[src/rtl/statusAlarmPkg.sv]
package statusAlarmPkg;

  // Strobes issued by the control to the datapath each cycle.
  typedef struct packed {
    logic clearAll;   // wipe every register, live bits re-set next cycle
    logic readClear;  // host read completed, clear the status view
  } ctrlStrobes_t;

  // Register map indices for the read port.
  localparam int REG_STATUS  = 0;
  localparam int REG_COMM    = 1;
  localparam int REG_CHANGED = 2;

endpackage

[src/rtl/syncBits.sv]
module syncBits #(
  parameter int W      = 1,
  parameter int STAGES = 2
) (
  input  logic         clk,
  input  logic         rstN,
  input  logic [W-1:0] din,
  output logic [W-1:0] dout
);

  logic [STAGES-1:0][W-1:0] chain;

  generate
    if (STAGES == 1) begin : g_single
      always_ff @(posedge clk or negedge rstN) begin
        if (!rstN) chain <= '0;
        else       chain <= din;
      end
    end else begin : g_multi
      always_ff @(posedge clk or negedge rstN) begin
        if (!rstN) chain <= '0;
        else       chain <= {chain[STAGES-2:0], din};
      end
    end
  endgenerate

  assign dout = chain[STAGES-1];

endmodule

[src/rtl/statusDatapath.sv]
module statusDatapath
  import statusAlarmPkg::*;
#(
  parameter int LIVE_W      = 5,
  parameter int COMM_W      = 2,
  parameter int SYNC_STAGES = 2,
  parameter int DATA_W      = 8,
  parameter int ADDR_W      = 2
) (
  input  logic              clk,
  input  logic              rstN,
  input  logic [LIVE_W-1:0] faultIn,
  input  logic              restartIn,
  input  logic [COMM_W-1:0] commPulse,
  input  ctrlStrobes_t      strobes,
  input  logic              changedFlag,
  input  logic [ADDR_W-1:0] rdAddr,
  output logic [DATA_W-1:0] rdData,
  output logic              changeEvt
);

  localparam int IN_W = LIVE_W + 1;

  logic [IN_W-1:0]   rawIn;
  logic [IN_W-1:0]   syncIn;
  logic [IN_W-1:0]   prevIn;
  logic [LIVE_W-1:0] liveNow;
  logic [LIVE_W-1:0] riseLive;
  logic [LIVE_W-1:0] toggleLive;
  logic              restartRise;
  logic [COMM_W-1:0] commNew;
  logic [LIVE_W-1:0] statusReg;
  logic              restartFlag;
  logic [COMM_W-1:0] commReg;

  assign rawIn = {restartIn, faultIn};

  syncBits #(.W(IN_W), .STAGES(SYNC_STAGES)) i_sync (
    .clk  (clk),
    .rstN (rstN),
    .din  (rawIn),
    .dout (syncIn)
  );

  always_ff @(posedge clk or negedge rstN) begin
    if (!rstN) prevIn <= '0;
    else       prevIn <= syncIn;
  end

  assign liveNow     = syncIn[LIVE_W-1:0];
  assign riseLive    = liveNow & ~prevIn[LIVE_W-1:0];
  assign toggleLive  = liveNow ^ prevIn[LIVE_W-1:0];
  assign restartRise = syncIn[LIVE_W] & ~prevIn[LIVE_W];
  assign commNew     = commPulse & ~commReg;
  assign changeEvt   = (|toggleLive) | restartRise | (|commNew);

  // Live status: tracks the condition, a strobe blanks it for one cycle,
  // a fault rising in the strobe cycle survives.
  always_ff @(posedge clk or negedge rstN) begin
    if (!rstN)                  statusReg <= '0;
    else if (strobes.clearAll)  statusReg <= riseLive;
    else if (strobes.readClear) statusReg <= riseLive;
    else                        statusReg <= liveNow;
  end

  always_ff @(posedge clk or negedge rstN) begin
    if (!rstN)                                       restartFlag <= 1'b0;
    else if (strobes.clearAll || strobes.readClear)  restartFlag <= restartRise;
    else                                             restartFlag <= restartFlag | restartRise;
  end

  always_ff @(posedge clk or negedge rstN) begin
    if (!rstN)                 commReg <= '0;
    else if (strobes.clearAll) commReg <= commPulse;
    else                       commReg <= commReg | commPulse;
  end

  always_comb begin
    rdData = '0;
    case (int'(rdAddr))
      REG_STATUS:  rdData = DATA_W'({restartFlag, statusReg});
      REG_COMM:    rdData = DATA_W'(commReg);
      REG_CHANGED: rdData = DATA_W'(changedFlag);
      default:     rdData = '0;
    endcase
  end

  // a latched communication error survives every cycle without a clear
  a_r3_comm_sticky: assert property (@(posedge clk) disable iff (!rstN)
    !strobes.clearAll |=> ((commReg & $past(commReg)) == $past(commReg)));

  // a read strobe with nothing rising leaves the live view blank
  a_r5_read_blanks: assert property (@(posedge clk) disable iff (!rstN)
    (strobes.readClear && !strobes.clearAll && riseLive == '0) |=> (statusReg == '0));

  // a clear with no coinciding pulse empties the error register
  a_r6_clear_comm: assert property (@(posedge clk) disable iff (!rstN)
    (strobes.clearAll && commPulse == '0) |=> (commReg == '0));

  // a fault rising alongside a read strobe keeps its bit
  a_r8_rise_wins: assert property (@(posedge clk) disable iff (!rstN)
    strobes.readClear |=> ((statusReg & $past(riseLive)) == $past(riseLive)));

  // the restart flag holds until a strobe
  a_r9_restart_hold: assert property (@(posedge clk) disable iff (!rstN)
    (restartFlag && !strobes.clearAll && !strobes.readClear) |=> restartFlag);

endmodule

[src/rtl/statusControl.sv]
module statusControl
  import statusAlarmPkg::*;
(
  input  logic         clk,
  input  logic         rstN,
  input  logic         readDone,
  input  logic         clearCmd,
  input  logic         changeEvt,
  output ctrlStrobes_t strobes,
  output logic         changedFlag,
  output logic         alertN
);

  always_comb begin
    strobes.clearAll  = clearCmd;
    strobes.readClear = readDone & ~clearCmd;
  end

  always_ff @(posedge clk or negedge rstN) begin
    if (!rstN)                   changedFlag <= 1'b0;
    else if (readDone || clearCmd) changedFlag <= changeEvt;
    else                         changedFlag <= changedFlag | changeEvt;
  end

  assign alertN = ~changedFlag;

  // a change event pulls the alert low on the next cycle
  a_r7_alert_on_change: assert property (@(posedge clk) disable iff (!rstN)
    changeEvt |=> !alertN);

  // a strobe with no change event releases the alert
  a_r7_alert_release: assert property (@(posedge clk) disable iff (!rstN)
    ((readDone || clearCmd) && !changeEvt) |=> alertN);

  // the change flag only rises on a change event
  a_r4_flag_cause: assert property (@(posedge clk) disable iff (!rstN)
    $rose(changedFlag) |-> $past(changeEvt));

endmodule

[src/rtl/statusAlarmBank.sv]
module statusAlarmBank
  import statusAlarmPkg::*;
#(
  parameter int LIVE_W      = 5,
  parameter int COMM_W      = 2,
  parameter int SYNC_STAGES = 2,
  parameter int DATA_W      = 8,
  parameter int ADDR_W      = 2
) (
  input  logic              clk,
  input  logic              rstN,
  input  logic [LIVE_W-1:0] faultIn,
  input  logic              restartIn,
  input  logic [COMM_W-1:0] commPulse,
  input  logic              readDone,
  input  logic              clearCmd,
  input  logic [ADDR_W-1:0] rdAddr,
  output logic [DATA_W-1:0] rdData,
  output logic              alertN
);

  ctrlStrobes_t strobes;
  logic         changedFlag;
  logic         changeEvt;

  statusControl i_control (
    .clk         (clk),
    .rstN        (rstN),
    .readDone    (readDone),
    .clearCmd    (clearCmd),
    .changeEvt   (changeEvt),
    .strobes     (strobes),
    .changedFlag (changedFlag),
    .alertN      (alertN)
  );

  statusDatapath #(
    .LIVE_W      (LIVE_W),
    .COMM_W      (COMM_W),
    .SYNC_STAGES (SYNC_STAGES),
    .DATA_W      (DATA_W),
    .ADDR_W      (ADDR_W)
  ) i_datapath (
    .clk         (clk),
    .rstN        (rstN),
    .faultIn     (faultIn),
    .restartIn   (restartIn),
    .commPulse   (commPulse),
    .strobes     (strobes),
    .changedFlag (changedFlag),
    .rdAddr      (rdAddr),
    .rdData      (rdData),
    .changeEvt   (changeEvt)
  );

  // alert idle high while in reset
  a_r10_reset_alert: assert property (@(posedge clk) !rstN |-> alertN);

endmodule

[config.mk]
export PLATFORM = sky130hd
export DESIGN_NAME = statusAlarmBank
export DESIGN_NICKNAME = d
export VERILOG_FILES = /design/src/rtl/statusAlarmPkg.sv /design/src/rtl/syncBits.sv /design/src/rtl/statusDatapath.sv /design/src/rtl/statusControl.sv /design/src/rtl/statusAlarmBank.sv
export SDC_FILE = /design/constraint.sdc
export NUM_CORES = 1
export LEC_CHECK = 0
export BUFFER_PORTS_ARGS = -buffer_cell sky130_fd_sc_hd__buf_2
export CAP_MARGIN = 0
export CORE_ASPECT_RATIO = 1.1
export CORE_UTILIZATION = 30
export DETAILED_ROUTE_END_ITERATION = 6
export PLACE_DENSITY = 0.54
export SETUP_SLACK_MARGIN = 0.2
export SLEW_MARGIN = 0
export SYNTH_ARGS = -nofsm -noshare
export SYNTH_HDL_FRONTEND = slang
export SYNTH_SLANG_ARGS = --single-unit
export TNS_END_PERCENT = 10
[constraint.sdc]
create_clock -name clk -period 2.2 [get_ports clk]
set_input_delay 0.55 -clock clk [delete_from_list [all_inputs] [get_ports clk]]
set_output_delay 0.55 -clock clk [all_outputs]
set_load 0.05 [all_outputs]
==> flow_metrics.env <==
export IMPL_critPathMostFrequentCell="buf_2"
export IMPL_cp_cell_sequence="buf_2, nor2_1, and2_1, buf_2"
export IMPL_ir_drop_mv=0.424
export IMPL_cts_hold_buf=0
export IMPL_grt_first_pass_wirelength_um=1870
export IMPL_endpoint_kind="primary output"
export IMPL_powerDensity_mw_per_mm2=731
export IMPL_drt_iter0_drc=13
export IMPL_finalPower_uw=832
export IMPL_via_per_inst=4.38
export IMPL_die_w_um=56.5
export IMPL_core_area_mm2=0.00307
export IMPL_fin_crit_sh_pct=82.3
export IMPL_die_area_mm2=0.00350
export IMPL_diodes=0
export IMPL_post_cts_resize_count=0
export IMPL_post_cts_buffers=0
export IMPL_fillCellCount=302
export IMPL_hp_class="input port to asynchronous set/reset pin"
export IMPL_fin_setup_tns_ns=0
export IMPL_synth_cell_type_count=18
export IMPL_startpoint_type="input port"
export IMPL_drtAntennaViolNets=0
export IMPL_grt_start_max_net_pins=28
export IMPL_seq_area_frac_synth_pct=69.0
export IMPL_via_count=556
export IMPL_syn_avg_cell_area_um2=14.0
export IMPL_cts_buffers=3
export IMPL_drv_cap=0
export IMPL_hold_viol=0
export IMPL_leakage_nw=0.597
export IMPL_routedWlPerCell_um=10.1
export IMPL_drcViolationCount=0
export IMPL_rows=21
export IMPL_first_global_vias=434
export IMPL_regArea_um2=676
export IMPL_final_common_cell="dfrtp_1"
export IMPL_root_buffer="clkbuf_4"
export IMPL_syn2layout_area_growth_pct=16.1
export IMPL_gr_total_overflow=0
export IMPL_setup_viol=0
export IMPL_path_max_fanout=4
export IMPL_pin_count=23
export IMPL_cts_tree="done"
export IMPL_worstPathRequired_ns=1.65
export IMPL_drv_slew=0
export IMPL_outcome="completed"
export IMPL_start_util_pct=31.9
export IMPL_synth_cells=70
export IMPL_fin_nets=113
export IMPL_place_congestion=0.657
export IMPL_period_minus_slack_ns=1.81
export IMPL_critPathKind="input port to primary output"
export IMPL_max_freq_mhz=553
export IMPL_syn_area_um2=980
export IMPL_cpPeakStageDelay_ns=0.26
export IMPL_firstDrtPassIters=6
export IMPL_die_h_um=61.9
export IMPL_cts_clk_slew_worst_paths_ns=0.13
export IMPL_io_buffer_count=20
export IMPL_drive_gt1_share_pct=31.2
export IMPL_clk_latency_ns=0.31
export IMPL_max_slew_worst_pin_slew_ns=0.575
export IMPL_crit_arrival_ns=1.26
export IMPL_clock_path_buffers=2
export IMPL_synth_warnings=0
export IMPL_cp_slowest_cell="buf_2"
export IMPL_ys_ff_latch=27
export IMPL_dp_final_hpwl_um=951
export IMPL_multiInputGateArea_um2=263
export IMPL_relSlewSlack_pct=61.7
export IMPL_grt_usage_pct=7.18
export IMPL_finalClockSkew_ns=0.00275
export IMPL_layout_common_cells="dfrtp_1, buf_2, inv_1"
export IMPL_cts_max_level=1
export IMPL_rsz0062_at_grt="false"
export IMPL_antenna_found_initial=0
export IMPL_finalWirelength_um=1280
export IMPL_clock_sinks=27
==> worst max-delay path, delay by kind of cell <==
family	cells	cell delay, ns
buffers and inverters	2	0.38
AND/OR/NAND/NOR	2	0.33
==> routing by layer <==
layer	GRT usage (%)	vias to the layer above	share of wire (%)
met5	0	-	0
met4	5.23	0	1.1
met3	1.24	2	5.4
met2	11.8	17	48
met1	8.76	268	45
li1	-	269	-
==> final timing paths <==
check                                              to  slack (ns)                        from  depth (start not counted)
setup / recovery                            rdData[2]        0.39                   rdAddr[1]                          4
max in group asynchronous   i_datapath.i_sync.dout[4]        1.61                        rstN                          1
hold reg to reg             i_datapath.i_sync.dout[5]        0.36  i_datapath.i_sync.chain[5]                          0
min in group clk           i_datapath.i_sync.chain[0]        0.33                  faultIn[0]                          1
setup reg to reg                i_control.changedFlag        1.10   i_datapath.i_sync.dout[1]                          4
hold / removal                  i_datapath.commReg[0]        0.21                        rstN                          1
==> logic make-up after synthesis <==
| logic type | synth area share, % |
|---|---|
| AO/OA/AOI/OAI | 3.06 |
| buffers and inverters | 4.60 |
| multiplexers | 7.79 |
| flip-flops | 69.0 |
| AND/OR/NAND/NOR | 8.81 |
| other | 0.383 |
| adder cells (fa/ha/maj) | 6.39 |
==> through the flow <==
| step | instances | utilization [%] | cell area, µm² | setup slack, ns | hold slack [ns] |
|---|---|---|---|---|---|
| floorplan | 71 | - | 983 | 0.289 | 0.254 |
| global placement | 123 | 36.1 | 1110 | 0.375 | 0.332 |
| detailed placement | 123 | 36.1 | 1110 | 0.365 | 0.337 |
| CTS | 127 | 37.0 | 1140 | 0.364 | 0.220 |
| global route | 127 | 37.0 | 1140 | 0.318 | 0.243 |
| finish | 127 | 37.0 | 1140 | 0.390 | 0.214 |
==> power by group <==
part / switching (mW) / leakage (nW) / total, mW / internal (mW)
clock network: 0.131 / 0.0150 / 0.202 / 0.0708
registers: 0.0109 / 0.316 / 0.535 / 0.524
logic: 0.0621 / 0.266 / 0.0952 / 0.0331
==> cells in the mapped netlist <==
cell      count  area share, %
nand3b_1      1           0.77
and2_1        4            2.6
o21ai_0       1           0.51
nand3_1       1           0.51
nand2_1       3            1.1
a21oi_1       2            1.0
conb_1        1           0.38
inv_1         8            3.1
nor2_4        1            1.1
nand4_1       1           0.64
nor2_1        2           0.77
dfrtp_1      27             69
ha_1          5            6.4
nand2b_1      2            1.3
mux2_2        5            5.7
mux2i_1       2            2.0
a21o_1        2            1.5
buf_4         2            1.5
==> cell type report <==
| cell class | count | area share (%) |
|---|---|---|
| flip-flops and latches | 27 | 59.4 |
| clock buffers | 4 | 2.31 |
| inverters | 8 | 2.64 |
| repair buffers | 20 | 8.80 |
| well taps | 34 | 3.74 |
| multi-input cells | 34 | 23.1 |
==> flip-flops by register name (all words and copies together) (netlist names) <==
register and flops:
i_control.changedFlag 1, i_datapath.commReg 2, i_datapath.i_sync.chain 6, i_datapath.i_sync.dout 6, i_datapath.prevIn 6, i_datapath.restartFlag 1, i_datapath.statusReg 5
Power figures use the tool's default switching activity.
